File: config.mk
export PLATFORM = sky130hd
export DESIGN_NAME = burst_addr_gen
export DESIGN_NICKNAME = d
export VERILOG_FILES = /design/src/rtl/burst_ctr_pkg.sv /design/src/rtl/burst_mask_reg.sv /design/src/rtl/burst_counter.sv /design/src/rtl/burst_readback.sv /design/src/rtl/burst_addr_gen.sv
export SDC_FILE = /design/constraint.sdc
export NUM_CORES = 1
export LEC_CHECK = 0
export ABC_AREA = 1
export BUFFER_PORTS_ARGS = -buffer_cell sky130_fd_sc_hd__buf_2
export CAP_MARGIN = 15
export CORE_ASPECT_RATIO = 0.9
export CORE_MARGIN = 10
export CORE_UTILIZATION = 35
export DETAILED_ROUTE_END_ITERATION = 10
export PLACE_DENSITY = 0.58
export SYNTH_ARGS = -nofsm -noshare
export SYNTH_HDL_FRONTEND = slang
export SYNTH_HIERARCHICAL = 1
export SYNTH_SLANG_ARGS = --single-unit
File: constraint.sdc
create_clock -name clk -period 4.4 [get_ports clk]
set_clock_uncertainty 0.2 [all_clocks]
set_input_delay 0.88 -clock clk [delete_from_list [all_inputs] [get_ports clk]]
set_output_delay 0.88 -clock clk [all_outputs]
set_load 0.01 [all_outputs]
File: src/rtl/burst_ctr_pkg.sv
package burst_ctr_pkg;

    typedef enum logic [2:0] {
        CMD_HOLD     = 3'd0,
        CMD_CLR      = 3'd1,
        CMD_LOAD_CNT = 3'd2,
        CMD_LOAD_MSK = 3'd3,
        CMD_RDBK_CNT = 3'd4,
        CMD_RDBK_MSK = 3'd5,
        CMD_INC      = 3'd6
    } burst_cmd_e;

    typedef struct packed {
        logic clr;
        logic load;
        logic rdbk;
        logic inc;
        logic sel_ctr;
    } burst_ctrl_t;

    // Priority: counter reset, load, readback, increment, hold.
    // The master reset is applied directly inside every register stage.
    function automatic burst_cmd_e decode_cmd(input burst_ctrl_t c);
        if (c.clr)
            return CMD_CLR;
        else if (c.load)
            return c.sel_ctr ? CMD_LOAD_CNT : CMD_LOAD_MSK;
        else if (c.rdbk)
            return c.sel_ctr ? CMD_RDBK_CNT : CMD_RDBK_MSK;
        else if (c.inc)
            return CMD_INC;
        else
            return CMD_HOLD;
    endfunction

endpackage

File: src/rtl/burst_mask_reg.sv
module burst_mask_reg
    import burst_ctr_pkg::*;
#(
    parameter int AW = 17
) (
    input  logic          clk,
    input  logic          rst,
    input  burst_cmd_e    cmd,
    input  logic [AW-1:0] ext_addr,
    output logic [AW-1:0] mask_q
);

    always_ff @(posedge clk) begin
        if (rst)
            mask_q <= '1;
        else if (cmd == CMD_LOAD_MSK)
            mask_q <= ext_addr;
    end

endmodule

File: src/rtl/burst_counter.sv
module burst_counter
    import burst_ctr_pkg::*;
#(
    parameter int AW = 17
) (
    input  logic          clk,
    input  logic          rst,
    input  burst_cmd_e    cmd,
    input  logic [AW-1:0] ext_addr,
    input  logic [AW-1:0] mask,
    output logic [AW-1:0] cnt_q,
    output logic          wrap_n
);

    localparam logic [AW-1:0] STEP_ONE = AW'(1);
    localparam logic [AW-1:0] STEP_TWO = AW'(2);

    logic [AW-1:0] mirror_q;
    logic [AW-1:0] field;
    logic [AW-1:0] fixed_bits;
    logic [AW-1:0] step;
    logic [AW-1:0] bumped;
    logic          at_max;
    logic          lands_max;

    always_comb begin
        field      = cnt_q & mask;
        fixed_bits = cnt_q & ~mask;
        step       = mask[0] ? STEP_ONE : STEP_TWO;
        bumped     = (field + step) & mask;
        at_max     = (field == mask);
        lands_max  = (bumped == mask);
    end

    always_ff @(posedge clk) begin
        if (rst) begin
            cnt_q    <= '0;
            mirror_q <= '0;
            wrap_n   <= 1'b1;
        end else begin
            unique case (cmd)
                CMD_CLR: begin
                    cnt_q  <= fixed_bits;
                    wrap_n <= 1'b1;
                end
                CMD_LOAD_CNT: begin
                    cnt_q    <= ext_addr;
                    mirror_q <= ext_addr;
                    wrap_n   <= 1'b1;
                end
                CMD_LOAD_MSK: begin
                    wrap_n <= 1'b1;
                end
                CMD_INC: begin
                    if (at_max) begin
                        cnt_q  <= fixed_bits | (mirror_q & mask);
                        wrap_n <= 1'b1;
                    end else begin
                        cnt_q  <= fixed_bits | bumped;
                        wrap_n <= ~lands_max;
                    end
                end
                default: begin
                end
            endcase
        end
    end

endmodule

File: src/rtl/burst_readback.sv
module burst_readback
    import burst_ctr_pkg::*;
#(
    parameter int AW = 17
) (
    input  logic          clk,
    input  logic          rst,
    input  burst_cmd_e    cmd,
    input  logic [AW-1:0] cnt,
    input  logic [AW-1:0] mask,
    output logic [AW-1:0] rdbk_q
);

    always_ff @(posedge clk) begin
        if (rst)
            rdbk_q <= '0;
        else if (cmd == CMD_RDBK_CNT)
            rdbk_q <= cnt;
        else if (cmd == CMD_RDBK_MSK)
            rdbk_q <= mask;
    end

endmodule

File: src/rtl/burst_addr_gen.sv
module burst_addr_gen
    import burst_ctr_pkg::*;
#(
    parameter int AW = 17
) (
    input  logic          clk,
    input  logic          rst,
    input  logic [AW-1:0] ext_addr,
    input  logic          load_en,
    input  logic          count_en,
    input  logic          ctr_clr,
    input  logic          ctr_sel,
    input  logic          rdbk_req,
    output logic [AW-1:0] int_addr,
    output logic [AW-1:0] rdbk_val,
    output logic          wrap_n
);

    burst_ctrl_t   ctrl;
    burst_cmd_e    cmd;
    logic [AW-1:0] mask_q;

    always_comb begin
        ctrl.clr     = ctr_clr;
        ctrl.load    = load_en;
        ctrl.rdbk    = rdbk_req;
        ctrl.inc     = count_en;
        ctrl.sel_ctr = ctr_sel;
        cmd          = decode_cmd(ctrl);
    end

    burst_mask_reg #(.AW(AW)) u_mask (
        .clk      (clk),
        .rst      (rst),
        .cmd      (cmd),
        .ext_addr (ext_addr),
        .mask_q   (mask_q)
    );

    burst_counter #(.AW(AW)) u_cnt (
        .clk      (clk),
        .rst      (rst),
        .cmd      (cmd),
        .ext_addr (ext_addr),
        .mask     (mask_q),
        .cnt_q    (int_addr),
        .wrap_n   (wrap_n)
    );

    burst_readback #(.AW(AW)) u_rb (
        .clk      (clk),
        .rst      (rst),
        .cmd      (cmd),
        .cnt      (int_addr),
        .mask     (mask_q),
        .rdbk_q   (rdbk_val)
    );

endmodule

* Word-level counts from Yosys, hierarchy flattened
Index checks and enable logic that the tools add are counted.
** Operators by class
- Multiply operators :: 0
- Shift operators :: 0
- $add $sub $neg :: 1
- Equality and inequality tests :: 8
- Bitwise logic cells :: 8
- Order comparisons :: 0
- Muxes and demuxes :: 13
- Reduce and logical (&&, ||, !) cells :: 4
- Divide/modulo/power cells :: 0
** Operators by type and width (count)
- $and 17x17->17 :: 4
- $mux 17 :: 3
- $pmux 17 s3 :: 1
- $eq 17x17->1 :: 2
- $or 17x17->17 :: 2
- $add 17x17->17 :: 1
- $not 17->17 :: 1
- $mux 3 :: 4
- $eq 3x3->1 const B :: 3
- $eq 3x2->1 const B :: 2
- $reduce_bool 2->1 :: 2
- $eq 3x1->1 const B :: 1
- $mux 1 :: 3
- $reduce_bool 3->1 :: 1
- $reduce_or 3->1 :: 1
- $mux 2 :: 1
- $pmux 1 s2 :: 1
- $not 1->1 :: 1
** Storage, ports and cells
- Memory bits (writable) :: 0
- Flip-flop bits (word level) :: 69
- Memory bits (read-only) :: 0
- Output and inout port bits :: 35
- Word-level logic and storage cells :: 39
- Latch bits :: 0
- Memories kept :: 0
- Input port bits :: 24

* Logic depth before layout (Yosys ltp)
Gate-level depths: netlist of the first run.
- Depth in word-level cells :: 7
- Gate-level depth with buffers :: 16
- Gate-level depth less buffers :: 16

* Hierarchy
The synthesis of the first run kept the hierarchy.
** Modules (own cells, without submodules)
- burst_counter :: times used 1, seq. area each 700.7 sq um, cells an instance 449, area an instance 2756.4 sq um
- burst_readback :: times used 1, seq. area each 340.3 sq um, cells an instance 177, area an instance 1013.5 sq um
- burst_mask_reg :: times used 1, seq. area each 340.3 sq um, cells an instance 78, area an instance 683.2 sq um
- burst_addr_gen :: times used 1, seq. area each 0.0 sq um, cells an instance 8, area an instance 48.8 sq um

* Worst setup path before layout of the first run
OpenSTA, ideal clock, no wires.
- Kind :: input to register
- From :: in rdbk_req
- To :: reg u_cnt.cnt_q[13]
- Data required time :: 4.134 ns
- Path buffers :: 1
- Library setup time :: 0.066 ns
- Arrival time :: 2.228 ns
- Slack :: 1.906 ns
- Stages :: 12
- Path through :: inv_1 -> nand2_1 -> a21oi_2 -> inv_1 -> nor2_4 -> inv_1 -> o21ai_2 -> o21ai_2 -> inv_2 -> clkbuf_1 -> o21ai_0 -> a21oi_2
** On the way
- Word-level cells in the longest chain between the ends :: 5
- Elaborated cells on any way between the ends :: 8
- Those cells by class :: 3 x eq/ne; 4 x mux; 1 x reduce/logical
** RTL lines
- start: declaration :: line burst_addr_gen.sv:13 : input logic rdbk_req,
- $mux 3 (*) :: line burst_ctr_pkg.sv:28 : else if (c.rdbk)
- $mux 3 (*) :: line burst_ctr_pkg.sv:26 : else if (c.load)
- $mux 3 (*) :: line burst_ctr_pkg.sv:24 : if (c.clr)
- via cmd[1] :: line burst_addr_gen.sv:20 : burst_cmd_e cmd;
- $eq 3x3->1, or another cell as far along :: line burst_counter.sv:41 : unique case (cmd)
- $pmux 17 s3 or $reduce_bool 3->1 (tied branches)
- end signal: assignment :: line burst_counter.sv:43 : cnt_q <= fixed_bits;
- end signal: assignment :: line burst_counter.sv:47 : cnt_q <= ext_addr;
- end signal: assignment :: line burst_counter.sv:56 : cnt_q <= fixed_bits | (mirror_q & mask);
- end: declaration :: line burst_counter.sv:11 : output logic [AW-1:0] cnt_q,
The timed path passes the listed nets; every way through them passes the cells marked *.
A chain may end at the register's enable or synchronous reset.

* Final worst setup path of the first run
- From :: in rdbk_req
- To :: reg u_cnt.cnt_q[0]
The elaborated chain is that of the path after synthesis.

==> results of run 1 <==
-- area by class of cell --
| class | count | area, sq um |
|---|---|---|
| tap | 164 | 205 |
| clock inverter | 5 | 83.8 |
| sequential | 69 | 1380 |
| inverter | 88 | 339 |
| fill | 1400 | 7480 |
| multi-input combinational | 528 | 2600 |
| clock buffer | 10 | 239 |
| timing repair buffer | 61 | 313 |
-- metal layers --
| layer | track usage, % | part of all wire (%) | routed length [um] | vias to the layer above |
|---|---|---|---|---|
| met2 | 22.8 | 41 | 5800 | 136 |
| li1 | - | - | - | 2372 |
| met4 | 4.00 | 0.70 | 99 | 0 |
| met5 | 0 | 0 | 0 | - |
| met1 | 22.7 | 51 | 7280 | 2058 |
| met3 | 3.48 | 7.2 | 1020 | 7 |
-- power groups by stage --
stage	clock network [W]	registers (W)	logic, W
4_1_cts	0.000812	0.000731	0.000341
2_1_floorplan	0	0.000733	0.000240
5_1_grt	0.000842	0.000740	0.000389
6_report	0.000793	0.000733	0.000343
3_5_place_dp	0	0.000745	0.000339
3_3_place_gp	0	0.000746	0.000340
-- stage by stage --
stage	util [%]	cells	hold WS [ns]	setup slack (ns)	instance area, sq um
5_1_grt	40.8	925	0.283	1.25	5160
4_1_cts	40.8	925	0.260	1.47	5160
2_1_floorplan	-	712	0.236	1.91	4500
6_report	40.8	925	0.260	1.41	5160
3_3_place_gp	38.3	910	0.247	1.09	4840
3_5_place_dp	38.3	910	0.251	1.12	4840
-- cells by family after synthesis --
| kind of cell | share of synthesized area (%) |
|---|---|
| buf+inv | 11.7 |
| simple gates | 40.8 |
| flops | 30.7 |
| compound gates | 15.3 |
| xor+xnor | 0.778 |
| fa+ha+maj | 0.723 |
-- cell usage after synthesis --
cell type and count:
sky130_fd_sc_hd__nand2_2 23, sky130_fd_sc_hd__o22ai_1 8, sky130_fd_sc_hd__o21ai_1 7, sky130_fd_sc_hd__a221oi_1 2, sky130_fd_sc_hd__clkbuf_1 8, sky130_fd_sc_hd__and2_1 1, sky130_fd_sc_hd__or2_2 2, sky130_fd_sc_hd__nand3_4 2
sky130_fd_sc_hd__xor2_1 4, sky130_fd_sc_hd__dfxtp_1 69, sky130_fd_sc_hd__clkinv_2 1, sky130_fd_sc_hd__nor2_1 75, sky130_fd_sc_hd__nor2_2 9, sky130_fd_sc_hd__clkinv_1 5, sky130_fd_sc_hd__a21oi_2 4, sky130_fd_sc_hd__nand2_1 220
sky130_fd_sc_hd__buf_4 7, sky130_fd_sc_hd__o311a_1 2, sky130_fd_sc_hd__a31oi_1 1, sky130_fd_sc_hd__inv_2 7, sky130_fd_sc_hd__buf_6 5, sky130_fd_sc_hd__nand4_1 21, sky130_fd_sc_hd__o21bai_4 1, sky130_fd_sc_hd__o211ai_1 1
sky130_fd_sc_hd__nand3_1 43, sky130_fd_sc_hd__ha_1 1, sky130_fd_sc_hd__o21ai_0 38, sky130_fd_sc_hd__o21ai_2 3, sky130_fd_sc_hd__nand3_2 1, sky130_fd_sc_hd__o31ai_1 8, sky130_fd_sc_hd__fa_1 1, sky130_fd_sc_hd__o21bai_2 1
sky130_fd_sc_hd__nor2_8 2, sky130_fd_sc_hd__a21boi_2 1, sky130_fd_sc_hd__buf_2 6, sky130_fd_sc_hd__o21bai_1 2, sky130_fd_sc_hd__buf_12 1, sky130_fd_sc_hd__a21oi_1 37, sky130_fd_sc_hd__inv_8 1, sky130_fd_sc_hd__nand2_4 2
sky130_fd_sc_hd__nor3_2 1, sky130_fd_sc_hd__inv_1 74, sky130_fd_sc_hd__nor2_4 4
-- critical path: cells and delay by family --
kind,cells,cell delay (ns)
buffers and inverters,5,0.83
AOI/OAI and AO/OA,5,0.78
and+or+nand+nor,3,0.48
-- sequential cells by signal, summed over array words and instances, names as in the netlist --
signal	count
u_cnt/cnt_q	17
u_cnt/mirror_q	17
u_cnt/wrap_n	1
u_mask/mask_q	17
u_rb/rdbk_q	17
-- worst max path at each step --
stage          startpoint         endpoint  slack (ns)  cells after the start
2_1_floorplan    rdbk_req  u_cnt/cnt_q[13]        1.91                     12
3_3_place_gp     rdbk_req   u_cnt/cnt_q[0]        1.09                     13
3_5_place_dp     rdbk_req   u_cnt/cnt_q[0]        1.12                     13
4_1_cts          rdbk_req   u_cnt/cnt_q[0]        1.47                     13
5_1_grt          rdbk_req   u_cnt/cnt_q[0]        1.25                     13
6_report         rdbk_req   u_cnt/cnt_q[0]        1.41                     13
==> results.toml, run 1 <==
[power]
combinational_power_share_pct = 18.4
netSwitchingFraction_pct = 30.7
clock_power_share_pct = 42.4
proportion_of_power_drawn_by_flip_flops_and_latches_pct = 39.2
intPower_w = 0.00130
leakagePower_nw = 2.51
ir_worst_vdd_v = 0.000184
pwr_density_cell_nw_per_um2 = 362
power_w = 0.00187
power_switching_w = 0.000573

[yosys]
mappedNetlistNets = 738
synth.largest_area_cell = "sky130_fd_sc_hd__dfxtp_1"
synth_seq_cells = 69
synthDistinctLibCells = 43
cell_count_after_synthesis = 712
ys_seq_area_share_pct = 30.7
synth_area_leaders = "sky130_fd_sc_hd__dfxtp_1 31%, sky130_fd_sc_hd__nand2_1 18%, sky130_fd_sc_hd__nor2_1 6.3%"
post_synth.cell_area_avg_sq_um = 6.32
synth.yosys.warnings = 6
yosysTopAreaCellShare_pct = 30.7
netlist_area_before_placement_sq_um = 4500

[critical_path]
r2r_end = "u_cnt/wrap_n"
worstRegToRegCells = 14
reg2reg_slack_ns = 1.74
worst_setup_path_start_kind = "primary input"
critPathKind = "in2reg"
cp_cell_sequence = "buf_2 -> inv_1 -> nand2_1 -> a21oi_2 -> inv_1 -> nor2_4 -> inv_1 -> o21ai_2 -> o21ai_2 -> inv_2 -> o21ai_0 -> nand2_1 -> a31oi_1"
crit_path_end_kind = "register"
crit_required_ns = 4.40
critical-path-max-stage-delay_ns = 0.35
worst_path_max_delay_cell = "sky130_fd_sc_hd__nor2_4"
crit-reg2reg-launch = "u_mask/mask_q[0]"
crit_path_frequent_cell = "sky130_fd_sc_hd__inv_1"
critical_path_peak_fanout = 18
worstPathArrival_ns = 2.99

[cts]
postCtsSetupBuffers = 0
cts.clk_slew.worst_paths_ns = 0.06
htreeDepth = 3
post_cts_hold_buffer_count = 0
cts_inserted_buffers = 9
cts.root.buffer_cell = "sky130_fd_sc_hd__clkbuf_16"
cts_buffer_depth = 2
postCtsResizedCells = 0
clkSinkCount = 69
cts_tree = "yes"
worst_skew_pair.late_latency_ns = 0.33

[cells_and_area]
design.final.nets = 783
proportion_of_layout_cells_with_a_drive_suffix_above_1_pct = 18.5
area.growth.synth_to_final_pct = 14.6
layout.cells.most_common_list = "220 x sky130_fd_sc_hd__nand2_1, 75 x sky130_fd_sc_hd__nor2_1, 74 x sky130_fd_sc_hd__inv_1"
number_of_antenna_diodes = 0
mostFrequentLayoutCell = "sky130_fd_sc_hd__nand2_1"

[grt]
antenna_found_initial = 0
grt_max_degree = 37
grt_pass1_wl_mm = 23.3
grt_overflow_total = 0
vias_in_the_first_global_route = 4386
grt.total_usage_pct = 15.7

[detailed_routing]
antenna_left = 0
dr_total_vias = 4573
drt_iter0_markers = 374
postRouteWirelength_mm = 14.2
detail_route.drc_violations = 0
via_per_inst = 4.94
drt-wirelength-per-cell_um = 15.3
drt_pre_antenna_iters = 6

[timing]
max_slew.worst_pin.slew_ns = 0.764
finalSetupViolCount = 0
timing.final.crit_share_pct = 68.0
timing.final.crit_period_ns = 2.99
maxSlewViolCount = 0
hold_violations = 0
maxSlewHeadroom_pct = 48.9
rsz_0062_raised_after_global_routing = "false"
max_freq_mhz = 334
final.setup.tns_ns = 0

[placement]
gpl.final_weighted_congestion = 0.880
port_buffers = 58
detailed_placement_wirelength_estimate_mm = 10.5

[die]
num_io_pins = 59
start_util_pct = 35.6
die_width_um = 140
design.core.area_sq_um = 12600
placementRows = 39
dieHeight_um = 128
floorplan.die_area_sq_um = 17800

[hold_path]
hold_path.startpoint = "u_cnt/mirror_q[15]"
whs_path_depth = 2
worst_hold_path_type = "reg2reg"
hold-path-endpoint = "u_cnt/mirror_q[15]"

[status]
status = "finished clean"

[run]
maxCapViolations = 0
No activity file was read; power rests on OpenSTA's default activity.
==> inputs of run 2 (changes only) <==
--- a/config.mk
+++ b/config.mk
@@ -12,7 +12,7 @@
 export CORE_MARGIN = 10
 export CORE_UTILIZATION = 35
 export DETAILED_ROUTE_END_ITERATION = 10
-export PLACE_DENSITY = 0.58
+export PLACE_DENSITY = 0.6
 export SYNTH_ARGS = -nofsm -noshare
 export SYNTH_HDL_FRONTEND = slang
 export SYNTH_HIERARCHICAL = 1
==> constraint.sdc (replaced) <==
create_clock -name clk -period 2.4 [get_ports clk]
set_clock_uncertainty 0.2 [all_clocks]
set_input_delay 0.48 -clock clk [delete_from_list [all_inputs] [get_ports clk]]
set_output_delay 0.48 -clock clk [all_outputs]
set_load 0.01 [all_outputs]
==> results.toml, run 2 (synthesized netlist as in run 1, its figures left out) <==
[status]
status = "finished clean"

[timing]
maxSlewHeadroom_pct = 60.9
hold_violations = 0
hold_slack_ns = 0.215
final.setup.tns_ns = 0
max_slew.worst_pin.slew_ns = 0.583
timing.final.crit_share_pct = 93.4
timing.final.crit_period_ns = 2.24
max_freq_mhz = 446
maxSlewViolCount = 0
rsz_0062_raised_after_global_routing = "false"
finalSetupViolCount = 0
worst_slack_ns = 0.157

[grt]
vias_in_the_first_global_route = 4251
antenna_found_initial = 0
grt_max_degree = 37
grt_pass1_wl_mm = 23.2
grt.total_usage_pct = 16.0
grt_overflow_total = 0

[cts]
cts.root.buffer_cell = "sky130_fd_sc_hd__clkbuf_16"
cts_buffer_depth = 2
htreeDepth = 3
cts.clk_slew.worst_paths_ns = 0.06
clkSinkCount = 69
cts_tree = "yes"
cts_inserted_buffers = 9
worst_skew_pair.late_latency_ns = 0.34

[placement]
port_buffers = 58
dpl-instance-area_sq_um = 5200
detailed_placement_wirelength_estimate_mm = 11.2
detailedPlace.worstSlack_ns = 0.0206
gpl.final_weighted_congestion = 0.932

[critical_path]
worst_setup_path_start_kind = "register"
critical-path-max-stage-delay_ns = 0.47
crit_family = "simple AND/OR/NAND/NOR gates"
reg2reg_slack_ns = 0.16
crit_path_end_kind = "register"
critical_path_peak_fanout = 7
worstPathBufferInverterCount = 1
worstPathArrival_ns = 2.27
worstRegToRegCells = 11
timing.critical_path.depth = 11
worst_path_max_delay_cell = "sky130_fd_sc_hd__fa_2"
cp_cell_sequence = "nand2_2 -> fa_2 -> nor2_8 -> buf_4 -> nand2_4 -> nor2_2 -> nand2_1 -> a21oi_1 -> o22ai_1 -> nand2_1 -> a21oi_1"
crit-reg2reg-launch = "u_mask/mask_q[0]"
crit_required_ns = 2.43
critPathKind = "reg2reg"
r2r_end = "u_cnt/cnt_q[10]"

[detailed_routing]
drt-wirelength-per-cell_um = 14.8
detail_route.drc_violations = 0
via_per_inst = 4.88
antenna_left = 0
postRouteWirelength_mm = 14.4
dr_total_vias = 4751
drt_pre_antenna_iters = 5
drt_iter0_markers = 381

[power]
power_w = 0.00334
ir_worst_vdd_v = 0.000366
pwr_density_cell_nw_per_um2 = 604
leakagePower_nw = 2.73

[die]
design.core.area_sq_um = 12600
die_width_um = 140
start_util_pct = 35.6
dieHeight_um = 128
placementRows = 39
num_io_pins = 59
floorplan.die_area_sq_um = 17800

[cells_and_area]
seqCellArea_sq_um = 1380
post-route-cell-area_sq_um = 5530
design.final.nets = 831
number_of_antenna_diodes = 0
multiInputGateArea_sq_um = 2620
area.growth.synth_to_final_pct = 22.7
mostFrequentLayoutCell = "sky130_fd_sc_hd__nand2_1"
layout.cells.most_common_list = "219 x sky130_fd_sc_hd__nand2_1, 74 x sky130_fd_sc_hd__inv_1, 74 x sky130_fd_sc_hd__nor2_1"
proportion_of_layout_cells_with_a_drive_suffix_above_1_pct = 24.1
filler_cell_count = 1333

[hold_path]
whs_path_depth = 3
worst_hold_path_type = "in2reg"
hold-path-endpoint = "u_mask/mask_q[11]"
hold_path.startpoint = "ext_addr[11]"

[run]
maxCapViolations = 0
-- run 2: how the worst max path moves through the flow --
stage                          start               to  slack [ns]
floorplan           u_mask/mask_q[0]  u_cnt/cnt_q[16]        0.13
global placement    u_mask/mask_q[0]  u_cnt/cnt_q[16]        0.06
detailed placement  u_mask/mask_q[0]  u_cnt/cnt_q[16]        0.02
CTS                 u_mask/mask_q[0]  u_cnt/cnt_q[16]        0.01
global route          u_cnt/cnt_q[0]     u_cnt/wrap_n       0.007
finish              u_mask/mask_q[0]  u_cnt/cnt_q[10]        0.16
-- run 2: timing repair --
action,CTS,global route
hold buffers,0,0
resized for setup,0,5
endpoints found under the setup margin,0,4
buffers inserted,0,3
-- run 2: per-layer routing --
layer | vias to the layer above | wire (um) | global-route usage, %
li1 | 2468 | - | -
met1 | 2088 | 7370 | 24.0
met2 | 184 | 5560 | 21.3
met3 | 11 | 1350 | 4.78
met4 | 0 | 151 | 3.94
met5 | - | 0 | 0
-- run 2: worst min-delay path, delay by kind of cell --
family | cells | cell delay, ns
and+or+nand+nor | 2 | 0.16
buffers and inverters | 1 | 0.09
-- run 2: where the power goes --
group | switching (W) | internal [W] | total, W | leakage (nW)
logic | 0.000480 | 0.000292 | 0.000772 | 2.03
clock network | 0.000539 | 0.000734 | 0.00127 | 0.135
registers | 0.0000701 | 0.00122 | 0.00129 | 0.565
-- run 2: stage by stage --
stage / util, % / std cells
6_report: 43.7 / 974
5_1_grt: 43.7 / 974
4_1_cts: 43.4 / 971
3_5_place_dp: 41.2 / 955
3_3_place_gp: 41.2 / 955
2_1_floorplan: - / 712
-- run 2: final cells by class --
class	count	area share [%]
clock inverter	6	0.838
timing repair buffer	109	12.6
tap	164	3.71
multi-input combinational	528	47.3
inverter	88	6.14
sequential	69	25.0
clock buffer	10	4.33
